**src/rtl/exc_pkg.sv**
```systemverilog
package exc_pkg;
  localparam logic [4:0] REG_BADV   = 5'd8;
  localparam logic [4:0] REG_STATUS = 5'd12;
  localparam logic [4:0] REG_CAUSE  = 5'd13;
  localparam logic [4:0] REG_EPC    = 5'd14;

  typedef enum logic [3:0] {
    CODE_IRQ     = 4'd0,
    CODE_ADDR_LD = 4'd4,
    CODE_ADDR_ST = 4'd5,
    CODE_SYSCALL = 4'd8,
    CODE_BREAK   = 4'd9,
    CODE_RSVD    = 4'd10,
    CODE_OVF     = 4'd12
  } exc_code_e;

  typedef struct packed {
    logic undef;
    logic ovf;
    logic addr_ld;
    logic addr_st;
  } sync_req_t;
endpackage

```
**src/rtl/exc_prio.sv**
```systemverilog
module exc_prio
  import exc_pkg::*;
(
  input  sync_req_t req_i,
  input  logic      irq_hit_i,
  output logic      take_o,
  output logic      sync_o,
  output logic      addr_err_o,
  output exc_code_e code_o
);
  always_comb begin
    sync_o     = |req_i;
    take_o     = sync_o | irq_hit_i;
    addr_err_o = 1'b0;
    code_o     = CODE_IRQ;
    if (req_i.undef)        code_o = CODE_RSVD;
    else if (req_i.ovf)     code_o = CODE_OVF;
    else if (req_i.addr_ld) begin
      code_o     = CODE_ADDR_LD;
      addr_err_o = 1'b1;
    end else if (req_i.addr_st) begin
      code_o     = CODE_ADDR_ST;
      addr_err_o = 1'b1;
    end
  end
endmodule

```
**src/rtl/exc_status.sv**
```systemverilog
module exc_status #(
  parameter int unsigned STACK_DEPTH = 3,
  parameter int unsigned MASK_W      = 8,
  parameter int unsigned STATUS_W    = 16,
  localparam int unsigned LOW_W      = 2 * STACK_DEPTH,
  localparam int unsigned RSV_W      = STATUS_W - MASK_W - LOW_W
) (
  input  logic                clk_i,
  input  logic                rst_ni,
  input  logic                push_i,
  input  logic                pop_i,
  input  logic                we_i,
  input  logic [MASK_W-1:0]   wmask_i,
  input  logic [LOW_W-1:0]    wstack_i,
  output logic [STATUS_W-1:0] status_o,
  output logic [MASK_W-1:0]   mask_o,
  output logic                irq_en_o
);
  logic [MASK_W-1:0] mask_q;
  logic [1:0]        lvl_q [STACK_DEPTH];
  logic [LOW_W-1:0]  stack_flat;
  logic              wr_ok;

  // push and pop own the cycle; software write only when neither fires
  assign wr_ok = we_i & ~push_i & ~pop_i;

  always_ff @(posedge clk_i or negedge rst_ni) begin
    if (!rst_ni)    mask_q <= '0;
    else if (wr_ok) mask_q <= wmask_i;
  end

  for (genvar g = 0; g < STACK_DEPTH; g++) begin : g_lvl
    logic [1:0] below, above;
    if (g == 0) begin : g_bot
      assign below = 2'b00;
    end else begin : g_mid
      assign below = lvl_q[g-1];
    end
    if (g == STACK_DEPTH - 1) begin : g_top
      assign above = lvl_q[g];
    end else begin : g_low
      assign above = lvl_q[g+1];
    end
    always_ff @(posedge clk_i or negedge rst_ni) begin
      if (!rst_ni)     lvl_q[g] <= 2'b00;
      else if (push_i) lvl_q[g] <= below;
      else if (pop_i)  lvl_q[g] <= above;
      else if (wr_ok)  lvl_q[g] <= wstack_i[2*g +: 2];
    end
    assign stack_flat[2*g +: 2] = lvl_q[g];
  end

  assign status_o = {mask_q, {RSV_W{1'b0}}, stack_flat};
  assign mask_o   = mask_q;
  assign irq_en_o = lvl_q[0][0];
endmodule

```
**src/rtl/exc_cause.sv**
```systemverilog
module exc_cause
  import exc_pkg::*;
#(
  parameter int unsigned N_IRQ = 5
) (
  input  logic             clk_i,
  input  logic             rst_ni,
  input  logic [N_IRQ-1:0] irq_i,
  input  logic             clr_i,
  input  logic [N_IRQ-1:0] clr_mask_i,
  input  logic             code_we_i,
  input  exc_code_e        code_i,
  output logic [N_IRQ-1:0] pend_o,
  output exc_code_e        code_o
);
  logic [N_IRQ-1:0] pend_q;
  exc_code_e        code_q;

  for (genvar g = 0; g < N_IRQ; g++) begin : g_pend
    // a fresh request outranks a clear in the same cycle
    always_ff @(posedge clk_i or negedge rst_ni) begin
      if (!rst_ni) pend_q[g] <= 1'b0;
      else         pend_q[g] <= irq_i[g] | (pend_q[g] & ~(clr_i & clr_mask_i[g]));
    end
  end

  always_ff @(posedge clk_i or negedge rst_ni) begin
    if (!rst_ni)        code_q <= CODE_IRQ;
    else if (code_we_i) code_q <= code_i;
  end

  assign pend_o = pend_q;
  assign code_o = code_q;
endmodule

```
**src/rtl/exc_state_unit.sv**
```systemverilog
module exc_state_unit
  import exc_pkg::*;
#(
  parameter int unsigned XLEN        = 32,
  parameter int unsigned N_HW_IRQ    = 5,
  parameter int unsigned STACK_DEPTH = 3,
  parameter logic [31:0] EXC_VEC     = 32'h8000_0080,
  parameter int unsigned PC_STEP     = 4
) (
  input  logic                clk_i,
  input  logic                rst_ni,
  input  logic [XLEN-1:0]     pc_i,
  input  logic                undef_i,
  input  logic                ovf_i,
  input  logic                addr_ld_err_i,
  input  logic                addr_st_err_i,
  input  logic [XLEN-1:0]     bad_addr_i,
  input  logic [N_HW_IRQ-1:0] irq_i,
  input  logic                eret_i,
  input  logic                reg_we_i,
  input  logic [4:0]          reg_addr_i,
  input  logic [XLEN-1:0]     reg_wdata_i,
  output logic [XLEN-1:0]     reg_rdata_o,
  output logic                take_exc_o,
  output logic [XLEN-1:0]     redirect_pc_o
);
  localparam int unsigned MASK_W   = 8;
  localparam int unsigned STATUS_W = 16;
  localparam int unsigned LOW_W    = 2 * STACK_DEPTH;
  localparam int unsigned PEND_LSB = 10;
  localparam int unsigned CODE_LSB = 2;
  localparam int unsigned CODE_W   = 4;

  sync_req_t             req;
  logic                  sync_hit, addr_err, irq_hit, pop;
  exc_code_e             code_sel, code_q;
  logic [STATUS_W-1:0]   status_w;
  logic [MASK_W-1:0]     mask_w;
  logic                  irq_en;
  logic [N_HW_IRQ-1:0]   pend_q;
  logic [XLEN-1:0]       epc_q, badv_q, cause_w;
  logic                  wr_status, wr_cause, wr_epc;

  assign req = '{undef: undef_i, ovf: ovf_i, addr_ld: addr_ld_err_i, addr_st: addr_st_err_i};
  assign irq_hit = (|(pend_q & mask_w[N_HW_IRQ-1:0])) & irq_en;

  exc_prio i_prio (
    .req_i      (req),
    .irq_hit_i  (irq_hit),
    .take_o     (take_exc_o),
    .sync_o     (sync_hit),
    .addr_err_o (addr_err),
    .code_o     (code_sel)
  );

  assign pop       = eret_i & ~take_exc_o;
  assign wr_status = reg_we_i && (reg_addr_i == REG_STATUS);
  assign wr_cause  = reg_we_i && (reg_addr_i == REG_CAUSE);
  assign wr_epc    = reg_we_i && (reg_addr_i == REG_EPC) && !take_exc_o && !eret_i;

  exc_status #(
    .STACK_DEPTH (STACK_DEPTH),
    .MASK_W      (MASK_W),
    .STATUS_W    (STATUS_W)
  ) i_status (
    .clk_i    (clk_i),
    .rst_ni   (rst_ni),
    .push_i   (take_exc_o),
    .pop_i    (pop),
    .we_i     (wr_status),
    .wmask_i  (reg_wdata_i[STATUS_W-1 -: MASK_W]),
    .wstack_i (reg_wdata_i[LOW_W-1:0]),
    .status_o (status_w),
    .mask_o   (mask_w),
    .irq_en_o (irq_en)
  );

  exc_cause #(.N_IRQ(N_HW_IRQ)) i_cause (
    .clk_i      (clk_i),
    .rst_ni     (rst_ni),
    .irq_i      (irq_i),
    .clr_i      (wr_cause),
    .clr_mask_i (reg_wdata_i[PEND_LSB +: N_HW_IRQ]),
    .code_we_i  (take_exc_o),
    .code_i     (code_sel),
    .pend_o     (pend_q),
    .code_o     (code_q)
  );

  always_ff @(posedge clk_i or negedge rst_ni) begin
    if (!rst_ni)         epc_q <= '0;
    else if (take_exc_o) epc_q <= pc_i - XLEN'(PC_STEP);
    else if (wr_epc)     epc_q <= reg_wdata_i;
  end

  always_ff @(posedge clk_i or negedge rst_ni) begin
    if (!rst_ni)                     badv_q <= '0;
    else if (take_exc_o && addr_err) badv_q <= bad_addr_i;
  end

  always_comb begin
    cause_w = '0;
    cause_w[PEND_LSB +: N_HW_IRQ] = pend_q;
    cause_w[CODE_LSB +: CODE_W]   = code_q;
  end

  always_comb begin
    unique case (reg_addr_i)
      REG_BADV:   reg_rdata_o = badv_q;
      REG_STATUS: reg_rdata_o = XLEN'(status_w);
      REG_CAUSE:  reg_rdata_o = cause_w;
      REG_EPC:    reg_rdata_o = epc_q;
      default:    reg_rdata_o = '0;
    endcase
  end

  assign redirect_pc_o = take_exc_o ? XLEN'(EXC_VEC) : '0;
endmodule

```
**config.mk**
```make
export PLATFORM = sky130hd
export DESIGN_NAME = exc_state_unit
export DESIGN_NICKNAME = d
export VERILOG_FILES = /design/src/rtl/exc_pkg.sv /design/src/rtl/exc_prio.sv /design/src/rtl/exc_status.sv /design/src/rtl/exc_cause.sv /design/src/rtl/exc_state_unit.sv
export SDC_FILE = /design/constraint.sdc
export NUM_CORES = 1
export LEC_CHECK = 0
export BUFFER_PORTS_ARGS = -buffer_cell sky130_fd_sc_hd__buf_2
export CELL_PAD_IN_SITES_DETAIL_PLACEMENT = 1
export CELL_PAD_IN_SITES_GLOBAL_PLACEMENT = 1
export CORE_ASPECT_RATIO = 0.75
export CORE_MARGIN = 4
export CORE_UTILIZATION = 38
export DETAILED_ROUTE_END_ITERATION = 12
export GPL_ROUTABILITY_DRIVEN = 0
export PLACE_DENSITY = 0.88
export SETUP_SLACK_MARGIN = 0.2
export SKIP_CTS_REPAIR_TIMING = 1
export SLEW_MARGIN = 20
export SYNTH_ARGS = -nofsm -noshare
export SYNTH_HDL_FRONTEND = slang
export SYNTH_SLANG_ARGS = --single-unit
```
**constraint.sdc**
```tcl
create_clock -name clk_i -period 2.3 [get_ports clk_i]
set_input_delay 0.46 -clock clk_i [delete_from_list [all_inputs] [get_ports clk_i]]
set_output_delay 0.46 -clock clk_i [all_outputs]
set_load 0.03 [all_outputs]
```
==> results.toml <==
[run_status]
status = "finished, violations left"
violations = "negative hold slack, negative setup slack"

[final_layout]
final_area_um2 = 6972
nNetsFinal = 782
fillers = 1451
final_common_cell = "buf_2"
seqCellArea_um2 = 2177
syn_to_final_growth_pct = 36.64
drive_gt1_frac = 0.4390
stdcell_count = 843
final_cell_mix = "125 x buf_2, 87 x dfrtp_1, 49 x buf_4"
multi_input_area_um2 = 2740
n_antenna_cell = 0

[die]
die_y_um = 108.4
start_util = 0.3906
die_x_um = 141.8
ioPinCount = 179
dieArea_um2 = 15360
row_count = 36
core_area_um2 = 13060

[sta]
hold_viol = 7
whs_ns = -0.006101
finalSetupViolations = 3
period_needed_ns = 2.539
timing.setup.tns_ns = -0.7107
finalMaxSlewViolations = 0
fin_skew_ns = 0.01173
finalCritPeriodShare = 1.104
slew_headroom = 0.6395
worst_slack_ns = -0.2392
tightest_slew_ns = 0.5271
rsz0062_at_grt = "true"
fmaxAchievable_ghz = 0.3938

[yosys]
ys_seq_area_frac = 0.4267
synth_area_um2 = 5102
yosysTopAreaCell = "dfrtp_1"
syn_inst = 481
yosys-top-cells-area = "dfrtp_1 43%, mux2_2 8.8%, mux2i_1 7.3%"
ys_types = 63
synth_edf_count = 0
ys_seq_elements = 87
ys.flop_type = "dfrtp_1"
synth_top_area_share = 0.4267
synth.avg_cell_area_um2 = 10.61
synth_warnings = 0
synthArstFlopShare = 1.000

[min_path]
hp-class = "input port to async pin"

[cts]
cts_max_path_buffers = 2
cts_tree = "yes"
clk_latency_ns = 0.36
htree_levels = 3
root_buffer = "clkbuf_16"
cts_buffers = 9
path_clk_slew_ns = 0.08
clkSinkCount = 87

[critical_path]
path_cells = "a222oi_1 -> buf_4 -> a21oi_4 -> nor2_4 -> clkinv_4 -> buf_6"
crit_buf_inv = 3
critPathArrivalTime_ns = 2.08
cp_slowest_cell = "a222oi_1"
cp-end-kind = "primary output"
critPathLaunchType = "flip-flop"
critPathTopFamily = "compound AO/OA/AOI/OAI gates"
critPathRequiredTime_ns = 1.84
worstSetupPathType = "flip-flop to primary output"
path_max_fanout = 8
crit_path_max_incr_delay_ns = 0.52

[grt]
grtUsageTotal = 0.2437
grt_pass1_wl_mm = 28.77
grt_overflow = 0
grt_max_degree = 67
antenna_found_initial = 0
grt_pass1_vias = 5036

[pwr]
comb_power_share = 0.175
sw_frac_of_total = 0.2993
p_total_mw = 4.083
clockPowerShare = 0.386
power.density_nw_per_um2 = 585.7
leakage_nw = 3.083
vdd_drop_max_mv = 0.3932
p_int_mw = 2.861
seqPwrFrac = 0.439
p_sw_mw = 1.222

[place]
placed_area_um2 = 6173
portBuffers = 148
dp_hpwl_mm = 14.25
dp_cells = 806

[detailed_routing]
drt_wl_total_mm = 20.43
via_count = 4950
wl_per_cell_um = 24.23
ant_nets = 0
avgViaCountPerCell = 5.872
drc = 0
dr.pass1.iters = 5
drt_iter0_markers = 424

[run]
maxCapViolations = 0
## final timing paths
kind                       cells after the start                 to               start  slack, ns
min                                            1          badv_q[1]              rst_ni     -0.006
max in group asynchronous                      2          epc_q[15]              rst_ni       1.65
min in group clk_i                             2  i_cause.pend_o[3]            irq_i[3]       0.29
max                                            6   redirect_pc_o[7]  i_status.mask_o[0]      -0.24
max reg2reg                                    7           epc_q[3]  i_status.mask_o[0]       0.08
min reg2reg                                    1  i_cause.code_o[1]   i_cause.code_o[1]       0.51
## stage by stage
stage	setup WS (ns)	utilization
after CTS	-0.3200	0.4965
after global routing	-0.3020	0.5337
after global placement	0.03752	0.4726
final	-0.2392	0.5337
after floorplan	0.1667	-
after detailed placement	-0.1806	0.4726
## sequential cells by signal, summed over array words and instances (netlist names)
name,flops
i_status.g_lvl.below,2
i_cause.pend_o,5
i_cause.code_o,4
epc_q,32
i_status.g_lvl.above,4
badv_q,32
i_status.mask_o,8
## final cells by class
| cell class | instances | share of cell area |
|---|---|---|
| Inverter | 16 | 0.009332 |
| Tap cell | 171 | 0.03069 |
| Sequential cell | 87 | 0.3123 |
| Clock buffer | 9 | 0.03230 |
| Timing Repair Buffer | 207 | 0.2100 |
| Multi-Input combinational cell | 346 | 0.3930 |
| Clock inverter | 7 | 0.01238 |
## Yosys cell counts (3+ instances only)
| cell | count |
|---|---|
| dfrtp_1 | 87 |
| mux2_2 | 40 |
| mux2i_1 | 37 |
| buf_4 | 32 |
| nand2_1 | 26 |
| a22oi_1 | 22 |
| a22o_1 | 19 |
| clkbuf_1 | 19 |
| inv_1 | 15 |
| nor2_1 | 12 |
| nand3_1 | 11 |
| o21ai_0 | 10 |
| o31a_1 | 10 |
| nor4_1 | 9 |
| nor3_1 | 8 |
| a21o_1 | 7 |
| buf_2 | 7 |
| nand4_1 | 7 |
| or3_1 | 7 |
| xor2_1 | 7 |
| a222oi_1 | 6 |
| a31oi_1 | 6 |
| xnor2_1 | 6 |
| a21oi_1 | 5 |
| a32oi_1 | 5 |
| or4_1 | 5 |
| a2bb2oi_1 | 4 |
| o31ai_1 | 4 |
| o2111ai_1 | 3 |
| o22ai_1 | 3 |
| o32a_1 | 3 |
## power by group through the flow
stage               Sequential, mW  Clock (mW)  Combinational (mW)
global route                  1.81        1.65               0.766
floorplan                     1.76           0               0.403
CTS                           1.78        1.57               0.653
finish                        1.79        1.58               0.713
global placement              1.80           0               0.622
detailed placement            1.81           0               0.648
## cells by family (layout without fill, tap and decap cells)
logic type / Yosys count / after routing / share of synthesized area
flops: 87 / 87 / 0.4267
xor+xnor: 13 / 13 / 0.02232
simple gates: 103 / 103 / 0.1116
fa+ha+maj: 1 / 1 / 0.002452
buf+inv: 77 / 239 / 0.08484
compound gates: 122 / 122 / 0.1905
other cells: 1 / 30 / 0.0007349
mux: 77 / 77 / 0.1609
## routing by layer
metal / vias to the layer above / track usage / wire length, um
met5: - / 0 / 0
met4: 0 / 0.04315 / 411
met3: 32 / 0.05526 / 1698
met2: 262 / 0.4080 / 9851
met1: 2505 / 0.3292 / 8468
li1: 2151 / - / -
## worst register-to-register path, cell delays in order, from the launching register on
cell      delay [ns]
dfrtp_1         0.42
a222oi_1        0.52
buf_4           0.23
a21oi_4         0.08
nor2_4          0.16
buf_4           0.13
buf_6           0.31
mux2i_1         0.27
No activity file was read; power rests on OpenSTA's default activity.
